File: src/rtl/sbus_pkg.sv
package sbus_pkg;
  typedef enum logic [2:0] {
    ALU_ADD  = 3'b000,
    ALU_SUB  = 3'b001,
    ALU_AND  = 3'b010,
    ALU_OR   = 3'b011,
    ALU_PASS = 3'b100
  } alu_op_e;
endpackage

File: src/rtl/sbus_bus.sv
module sbus_bus #(
  parameter int DATA_W = 32,
  parameter int NSRC   = 10
) (
  input  logic [NSRC-1:0][DATA_W-1:0] src_data,
  input  logic [NSRC-1:0]             src_en,
  output logic [DATA_W-1:0]           value,
  output logic                        conflict
);
  localparam int CNT_W = $clog2(NSRC + 1);

  logic [CNT_W-1:0] active_cnt;

  always_comb begin
    value      = '0;
    active_cnt = '0;
    for (int s = 0; s < NSRC; s++) begin
      if (src_en[s]) begin
        value      = value | src_data[s];
        active_cnt = active_cnt + CNT_W'(1);
      end
    end
    conflict = (active_cnt > CNT_W'(1));
  end
endmodule

File: src/rtl/sbus_alu.sv
module sbus_alu
  import sbus_pkg::*;
#(
  parameter int DATA_W = 32
) (
  input  logic [DATA_W-1:0] y_q,
  input  logic              sel_y,
  input  logic [DATA_W-1:0] opb,
  input  logic [2:0]        op,
  output logic [DATA_W-1:0] result
);
  localparam logic [DATA_W-1:0] CONST_FOUR = DATA_W'(4);

  logic [DATA_W-1:0] opa;

  always_comb begin
    opa = sel_y ? y_q : CONST_FOUR;
    case (alu_op_e'(op))
      ALU_ADD:  result = opa + opb;
      ALU_SUB:  result = opa - opb;
      ALU_AND:  result = opa & opb;
      ALU_OR:   result = opa | opb;
      ALU_PASS: result = opb;
      default:  result = '0;
    endcase
  end
endmodule

File: src/rtl/sbus_regfile.sv
module sbus_regfile #(
  parameter int DATA_W = 32,
  parameter int NREGS  = 8
) (
  input  logic                         clk,
  input  logic                         rst_n,
  input  logic [NREGS-1:0]             load,
  input  logic [DATA_W-1:0]            bus,
  output logic [NREGS-1:0][DATA_W-1:0] q
);
  logic [NREGS-1:0][DATA_W-1:0] d;

  for (genvar k = 0; k < NREGS; k++) begin : g_reg
    always_comb begin
      d[k] = load[k] ? bus : q[k];
    end

    always_ff @(posedge clk or negedge rst_n) begin
      if (!rst_n) q[k] <= '0;
      else        q[k] <= d[k];
    end
  end
endmodule

File: src/rtl/sbus_datapath.sv
module sbus_datapath #(
  parameter int DATA_W = 32,
  parameter int NREGS  = 8
) (
  input  logic                      clk,
  input  logic                      rst_n,
  input  logic [NREGS-1:0]          gpr_load,
  input  logic [NREGS-1:0]          gpr_drive,
  input  logic                      y_load,
  input  logic                      z_load,
  input  logic                      z_drive,
  input  logic                      ext_drive,
  input  logic [DATA_W-1:0]         ext_data,
  input  logic                      opa_sel_y,
  input  logic [2:0]                alu_op,
  output logic [NREGS*DATA_W-1:0]   regs_flat,
  output logic [DATA_W-1:0]         y_value,
  output logic [DATA_W-1:0]         z_value,
  output logic [DATA_W-1:0]         bus_value,
  output logic                      bus_conflict
);
  localparam int NSRC = NREGS + 2;

  logic [1:0]                   rst_sync;
  logic                         rst_n_int;
  logic [NREGS-1:0][DATA_W-1:0] gpr_q;
  logic [NSRC-1:0][DATA_W-1:0]  src_data;
  logic [NSRC-1:0]              src_en;
  logic [DATA_W-1:0]            bus;
  logic [DATA_W-1:0]            alu_res;
  logic [DATA_W-1:0]            y_q, y_d;
  logic [DATA_W-1:0]            z_q, z_d;

  always_ff @(posedge clk or negedge rst_n) begin
    if (!rst_n) rst_sync <= 2'b00;
    else        rst_sync <= {rst_sync[0], 1'b1};
  end
  assign rst_n_int = rst_sync[1];

  always_comb begin
    for (int k = 0; k < NREGS; k++) begin
      src_data[k] = gpr_q[k];
      src_en[k]   = gpr_drive[k];
    end
    src_data[NREGS]   = z_q;
    src_en[NREGS]     = z_drive;
    src_data[NREGS+1] = ext_data;
    src_en[NREGS+1]   = ext_drive;
  end

  sbus_bus #(.DATA_W(DATA_W), .NSRC(NSRC)) u_bus (
    .src_data (src_data),
    .src_en   (src_en),
    .value    (bus),
    .conflict (bus_conflict)
  );

  sbus_regfile #(.DATA_W(DATA_W), .NREGS(NREGS)) u_rf (
    .clk   (clk),
    .rst_n (rst_n_int),
    .load  (gpr_load),
    .bus   (bus),
    .q     (gpr_q)
  );

  sbus_alu #(.DATA_W(DATA_W)) u_alu (
    .y_q    (y_q),
    .sel_y  (opa_sel_y),
    .opb    (bus),
    .op     (alu_op),
    .result (alu_res)
  );

  always_comb begin
    y_d = y_load ? bus : y_q;
    z_d = z_load ? alu_res : z_q;
  end

  always_ff @(posedge clk or negedge rst_n_int) begin
    if (!rst_n_int) begin
      y_q <= '0;
      z_q <= '0;
    end else begin
      y_q <= y_d;
      z_q <= z_d;
    end
  end

  assign regs_flat = gpr_q;
  assign y_value   = y_q;
  assign z_value   = z_q;
  assign bus_value = bus;
endmodule

File: config.mk
export PLATFORM = sky130hd
export DESIGN_NAME = sbus_datapath
export DESIGN_NICKNAME = d
export VERILOG_FILES = /design/src/rtl/sbus_pkg.sv /design/src/rtl/sbus_bus.sv /design/src/rtl/sbus_alu.sv /design/src/rtl/sbus_regfile.sv /design/src/rtl/sbus_datapath.sv
export SDC_FILE = /design/constraint.sdc
export NUM_CORES = 1
export LEC_CHECK = 0
export BUFFER_PORTS_ARGS = -buffer_cell sky130_fd_sc_hd__buf_2
export CAP_MARGIN = 15
export CORE_ASPECT_RATIO = 0.6
export CORE_MARGIN = 2
export CORE_UTILIZATION = 60
export CTS_BUF_LIST = sky130_fd_sc_hd__clkbuf_8
export DETAILED_ROUTE_END_ITERATION = 8
export HOLD_SLACK_MARGIN = 0.05
export PLACE_DENSITY = 0.88
export SYNTH_ARGS = -nofsm -noshare
export SYNTH_HDL_FRONTEND = slang
export SYNTH_SLANG_ARGS = --single-unit
File: constraint.sdc
create_clock -name clk -period 15 [get_ports clk]
set_clock_uncertainty 0.2 [all_clocks]
set_input_delay 3 -clock clk [delete_from_list [all_inputs] [get_ports clk]]
set_output_delay 3 -clock clk [all_outputs]
set_load 0.01 [all_outputs]
==> results of run 1 <==
-- cell type report --
cell class	count	area [um^2]
inverter	66	248
clock buffer	63	867
sequential	322	8060
clock inverter	23	178
tap	375	469
timing repair buffer	461	2490
fill	2144	8010
antenna	4	10.0
multi-input combinational	1351	8200
-- through the flow --
| stage | std cells | total power (W) | utilization (%) | setup slack, ns |
|---|---|---|---|---|
| floorplan | 1909 | 0.00113 | - | 3.81 |
| global placement | 2570 | 0.00122 | 67.9 | 3.33 |
| detailed placement | 2570 | 0.00123 | 67.9 | 3.04 |
| CTS | 2656 | 0.00201 | 71.6 | 3.01 |
| global route | 2665 | 0.00209 | 71.9 | 2.58 |
| finish | 2665 | 0.00203 | 71.9 | 2.92 |
-- routing by layer --
metal | up-vias | GRT usage (%)
li1 | 7472 | -
met1 | 8425 | 62.6
met2 | 1563 | 58.2
met3 | 197 | 18.6
met4 | 0 | 15.4
met5 | - | 0
-- worst paths after layout --
kind / cells after the start / startpoint / to / slack [ns]
hold reg to reg: 0 / rst_sync[0]$_DFF_PN0_ / rst_sync[1]$_DFF_PN0_ / 0.15
setup reg to reg: 19 / u_rf.q[96]$_DFFE_PN0P_ / z_value[24]$_DFFE_PN0P_ / 8.70
min in group asynchronous: 0 / rst_sync[1]$_DFF_PN0_ / z_value[2]$_DFFE_PN0P_ / 0.17
setup / recovery: 26 / gpr_drive[0] / bus_conflict / 2.92
hold / removal: 0 / rst_sync[0]$_DFF_PN0_ / rst_sync[1]$_DFF_PN0_ / 0.15
max in group asynchronous: 2 / rst_sync[1]$_DFF_PN0_ / u_rf.q[54]$_DFFE_PN0P_ / 12.00
-- cells by family after synthesis --
logic type	Yosys count	share of synthesized area (%)
AOI/OAI and AO/OA	661	24.0
xor gates and xnor gates	64	3.53
adders and majority gates	75	5.03
buffers and inverters	236	5.89
DFF	322	46.7
muxes	6	0.362
other	1	0.0217
and+or+nand+nor	544	14.5
-- flip-flops by register name (all words and copies together) (netlist names) --
register and count:
y_value 32, z_value 32, rst_sync 2, u_rf.q 256
-- where the power goes --
part / internal, W / total (W) / switching, W
combinational: 0.000120 / 0.000332 / 0.000213
sequential: 0.000882 / 0.000905 / 0.0000228
clock: 0.000413 / 0.000790 / 0.000377
-- cells in the final DEF (no fill, tap or decap), drive strengths merged, types with 4 or more instances in the layout --
cell / count
a21o: 7
o21a: 6
and3: 12
and2: 31
maj3: 31
xor2: 16
a211oi: 6
nor3: 18
nor2: 335
mux2i: 4
nor3b: 5
inv: 78
nor2b: 5
o22ai: 15
a22o: 38
nand4: 8
a22oi: 94
clkinv: 7
nand2: 59
nand2b: 12
a221oi: 38
o221ai: 4
dfrtp: 322
nand3: 24
or2: 4
nor4b: 4
clkbuf: 63
o31ai: 11
o211ai: 19
xnor2: 45
o21ai: 61
and4: 16
ha: 43
or3: 5
buf: 461
diode: 4
a21oi: 330
-- critical path, cell delays in order --
cell and delay [ns]:
buf_2 0.08, buf_4 0.40, inv_1 0.10, ha_1 0.36, xor2_1 0.35, ha_1 0.32, nand2_1 0.10, o31ai_1 0.09
ha_1 0.32, nor2_1 0.19, nor2_1 0.09, ha_1 0.31, nand2_1 0.10, o31ai_1 0.12, ha_1 0.36, mux2_2 0.29
ha_1 0.30, o22ai_1 0.21, nor2_1 0.10, ha_1 0.30, mux2_2 0.31, ha_1 0.25, xor2_1 0.17, nor3b_1 0.06
o21ai_0 0.35, buf_2 0.21
==> metrics, run 1 <==
top cells by count, synth 335 x nor2_1, 330 x a21oi_1, 322 x dfrtp_1; Synth top area share between 40% and 50%; critical path type in -> out; synth warn 0; met2 WL 27.0 mm; port bufs 410; status finished, final reports clean; part of the Yosys area used for sequential elements a little under half; Max-Cap Viols 0; Slew HR a little over a quarter; asr flop ratio synth 100%; Core Area 0.0285 mm^2; GRT Total Usage a little over two fifths; Synth area leader dfrtp_1; Primary FF master, synth dfrtp_1; Unique masters post-synth 77; Post-Syn Nets 2011; clock-pin slew on the worst setup and hold paths about 0.060 ns; drt wl/cell 25.3 um; final period utilization around four fifths; Placed Area between 0.015 and 0.02 mm^2; pin count of the biggest net entering global routing 85; Post-Syn Area 0.0173 mm^2; Critical Path AT just under 9 ns; uppermost layer routed met4; Cells after Synth 1909; vias in the first global route 16000; overall die height about 140 um; Mean Syn Cell Area 9.05 um^2; crit path max fanout 34; Max Slew Vio Count 0; htree depth 2; IO Count 411; synth top area cells dfrtp_1 47%, a21oi_1 9.6%, nor2_1 7.3%; Initial Utilization 60.5%; TritonCTS Buffers 49; CTS tree built; Synth Register Bits 322; Via-to-Cell Ratio 6.63; final setup fails 0; WL final 67.5 mm; Num Clock Sinks between 300 and 400; Vias roughly 18000; die width ~220 um; total gr overflow 0; # nets final 2353; Synth-to-Final Area Change 18.8%; hpwl dp 47.8 mm; top-count cell post-synth nor2_1; Startpoint Class input pin; Tmin final 12.08 ns; Critical Path Sink Type output port; Root Driver clkbuf_8; Hold WC Path Type reg -> reg; post-CTS setup buffers 0; first drt pass iteration count 6; full die area about 0.03 mm^2; post-cts gate resize count 0; Placer Congestion approximately 1.1; RSZ-0062 raised after global routing false; EDFF count, synth 0; Fmax 82.8 MHz; Slew @ Worst Pin 1.10 ns; Power Dens Cells approximately 99 mW/mm^2; Clock Path Buffers 3; DRT met1 WL roughly 26 mm; global-route wire length before repair 98.7 mm; number of hold buffers added after CTS 0; initial antenna violation count 4; antenna-violating nets left 0; Sum Neg Setup Slack 0 ns; Iter 0 DRT Violations ~3200; Static Leak about 7.7 nW; Non-Filler Cell Area, Final between 0.02 and 0.025 mm^2; met3 wire length 12.2 mm; layout cell share with drive strength beyond 1 24.6%; worst vdd ir 0.0000578 V; Residual DRC 0; clk_lat worst skew 0.64 ns; final hold vios 0; Critical Path RT 11.80 ns; Hold Slack 0.150 ns; number of placement rows 48
(Power assumes the default switching activity.)
==> run 2: changes to the inputs <==
--- a/config.mk
+++ b/config.mk
@@ -9,11 +9,11 @@
 export CAP_MARGIN = 15
 export CORE_ASPECT_RATIO = 0.6
 export CORE_MARGIN = 2
-export CORE_UTILIZATION = 60
+export CORE_UTILIZATION = 56
 export CTS_BUF_LIST = sky130_fd_sc_hd__clkbuf_8
 export DETAILED_ROUTE_END_ITERATION = 8
 export HOLD_SLACK_MARGIN = 0.05
-export PLACE_DENSITY = 0.88
+export PLACE_DENSITY = 0.83
 export SYNTH_ARGS = -nofsm -noshare
 export SYNTH_HDL_FRONTEND = slang
 export SYNTH_SLANG_ARGS = --single-unit
==> constraint.sdc (replaced) <==
create_clock -name clk -period 12.09 [get_ports clk]
set_clock_uncertainty 0.2 [all_clocks]
set_input_delay 2.418 -clock clk [delete_from_list [all_inputs] [get_ports clk]]
set_output_delay 2.418 -clock clk [all_outputs]
set_load 0.01 [all_outputs]
==> metrics, run 2 (synthesized netlist as in run 1, its figures left out) <==
overall die height 140 um (+3.4%); initial antenna violation count 6 (+2); Initial Utilization 57.2% (-3.3 points); Static Leak 7.63 nW (-0.51%); largest reg by FF count u_rf.q; switching share of power 30.0% (-0.23 points); Sum Neg Setup Slack 0 ns (unchanged); critical path type in -> out; Critical Path Sink Type output port; layout cell share with drive strength beyond 1 24.0% (-0.59 points); htree depth 2 (unchanged); Gate power share 16.6% (+0.2 points); commonest cells after routing, fill and taps aside 410 x buf_2, 334 x nor2_1, 330 x a21oi_1; number of hold buffers added after CTS 0 (unchanged); RSZ-0062 raised after global routing false; Vias 17400 (-1.3%); Num Clock Sinks 322 (unchanged); clk_lat worst skew 0.61 ns (-0.03 ns); WL final 67.2 mm (-0.47%); final period utilization between 80 and 90%; Fmax 94.0 MHz; first drt pass iteration count 8 (+2); Tmin final 10.64 ns; Clock Path Buffers 3 (unchanged); antenna-violating nets left 0 (unchanged); Iter 0 DRT Violations 2505 (-22%); final setup fails 0 (unchanged); vias in the first global route 15800 (-1.1%); Via-to-Cell Ratio 6.47 (-2.3%); Startpoint Class input pin; number of placement rows 49 (+2.1%); Synth-to-Final Area Change 18.3%; IO Count 411 (unchanged); Hold Slack 0.163 ns (+0.0133 ns); worst vdd ir 0.0000943 V (+63%); Clk pwr share 37.7% (-1.3 points); # nets final 2346 (-0.30%); pin count of the biggest net entering global routing 85 (unchanged); status finished, final reports clean; CTS tree built; TritonCTS Buffers 48 (-2.0%); Slew @ Worst Pin 1.14 ns (+0.0361 ns); final hold vios 0 (unchanged); Residual DRC 0 (unchanged); post-CTS setup buffers 0 (unchanged); drt wl/cell 24.9 um (-1.5%); Slew HR 24.2% (-2.4 points); Placer Congestion 1.05 (-0.12%); Int Pwr 0.00172 W (+22%); global-route wire length before repair 99.6 mm (+0.97%); Critical Path RT 9.47 ns (-2.33 ns); most common cell after layout, fill and taps aside buf_2; post-cts gate resize count 0 (unchanged); sw power 0.000737 W (+20%); Max Slew Vio Count 0 (unchanged); Flop pwr share 45.7% (+1.1 points); Power Dens Cells 120 mW/mm^2 (+22%); GRT Total Usage 40.7% (-2.8 points); full die area 0.0323 mm^2 (+7.0%); hpwl dp 48.5 mm (+1.5%); Root Driver clkbuf_8; Max-Cap Viols 0 (unchanged); crit path max fanout 12 (-65%); Hold WC Path Type reg -> reg; Core Area 0.0302 mm^2 (+5.7%); Fillers 2493 (+16%); Critical Path AT 8.02 ns (-0.86 ns); clock-pin slew on the worst setup and hold paths 0.07 ns (about the same); port bufs 410 (unchanged); total gr overflow 0 (unchanged); flip-flop count of the largest register after layout 256 (unchanged); die width 231 um (+3.4%)
==> run 2: worst max-delay path: stages <==
cell	delay, ns
buf_2	0.28
inv_1	0.08
ha_1	0.33
xor2_1	0.37
ha_1	0.33
nand2_1	0.10
o31ai_1	0.08
ha_1	0.30
nor2_1	0.17
nor2_1	0.09
ha_1	0.29
nand2_1	0.08
o31ai_1	0.12
ha_1	0.36
mux2_2	0.29
ha_1	0.30
o22ai_1	0.17
nor2_1	0.09
ha_1	0.29
mux2_2	0.29
ha_1	0.21
xor2_1	0.15
nor3b_1	0.07
o21ai_0	0.47
buf_2	0.24
==> run 2: metrics by stage <==
step / utilization, % / area, um^2 / std cells / setup slack (ns) / power [W]
2_1_floorplan: - / 17300 / 1909 / 2.07 / 0.00141
3_3_place_gp: 64.2 / 19400 / 2598 / 1.72 / 0.00152
3_5_place_dp: 64.3 / 19400 / 2599 / 1.52 / 0.00153
4_1_cts: 67.5 / 20400 / 2685 / 1.50 / 0.00244
5_1_grt: 67.7 / 20400 / 2693 / 1.19 / 0.00254
6_report: 67.7 / 20400 / 2693 / 1.45 / 0.00246
==> run 2: worst paths after layout <==
kind                                    startpoint                      end  slack [ns]  depth (start not counted)
min in group asynchronous    rst_sync[1]$_DFF_PN0_   y_value[8]$_DFFE_PN0P_        0.21                          0
max in group asynchronous    rst_sync[1]$_DFF_PN0_   u_rf.q[15]$_DFFE_PN0P_        9.38                          2
hold / removal               rst_sync[0]$_DFF_PN0_    rst_sync[1]$_DFF_PN0_        0.16                          0
setup / recovery                      gpr_drive[0]             bus_conflict        1.45                         25
setup reg to reg           u_rf.q[102]$_DFFE_PN0P_  z_value[24]$_DFFE_PN0P_        5.71                         17
hold reg to reg              rst_sync[0]$_DFF_PN0_    rst_sync[1]$_DFF_PN0_        0.16                          0
==> run 2: layout make-up <==
type	count	area [um^2]	area share, %
Inverter	66	248	1.21
Antenna cell	5	12.5	0.0612
Tap cell	408	510	2.50
Clock buffer	58	798	3.91
Multi-Input combinational cell	1351	8200	40.1
Timing Repair Buffer	455	2430	11.9
Clock inverter	28	176	0.864
Sequential cell	322	8060	39.5
==> run 2: power by group through the flow <==
stage | combinational, W | sequential [W] | clock (W)
floorplan | 0.000258 | 0.00115 | 0
global placement | 0.000384 | 0.00114 | 0
detailed placement | 0.000392 | 0.00114 | 0
CTS | 0.000395 | 0.00112 | 0.000928
global route | 0.000441 | 0.00112 | 0.000978
finish | 0.000407 | 0.00112 | 0.000926
==> run 2: metal layers <==
metal	vias up	part of all wire (%)	global-route usage (%)
met5	-	0	0
met4	0	3.4	12.7
met3	172	16	14.5
met2	1334	41	54.4
met1	8455	40	61.0
li1	7467	-	-
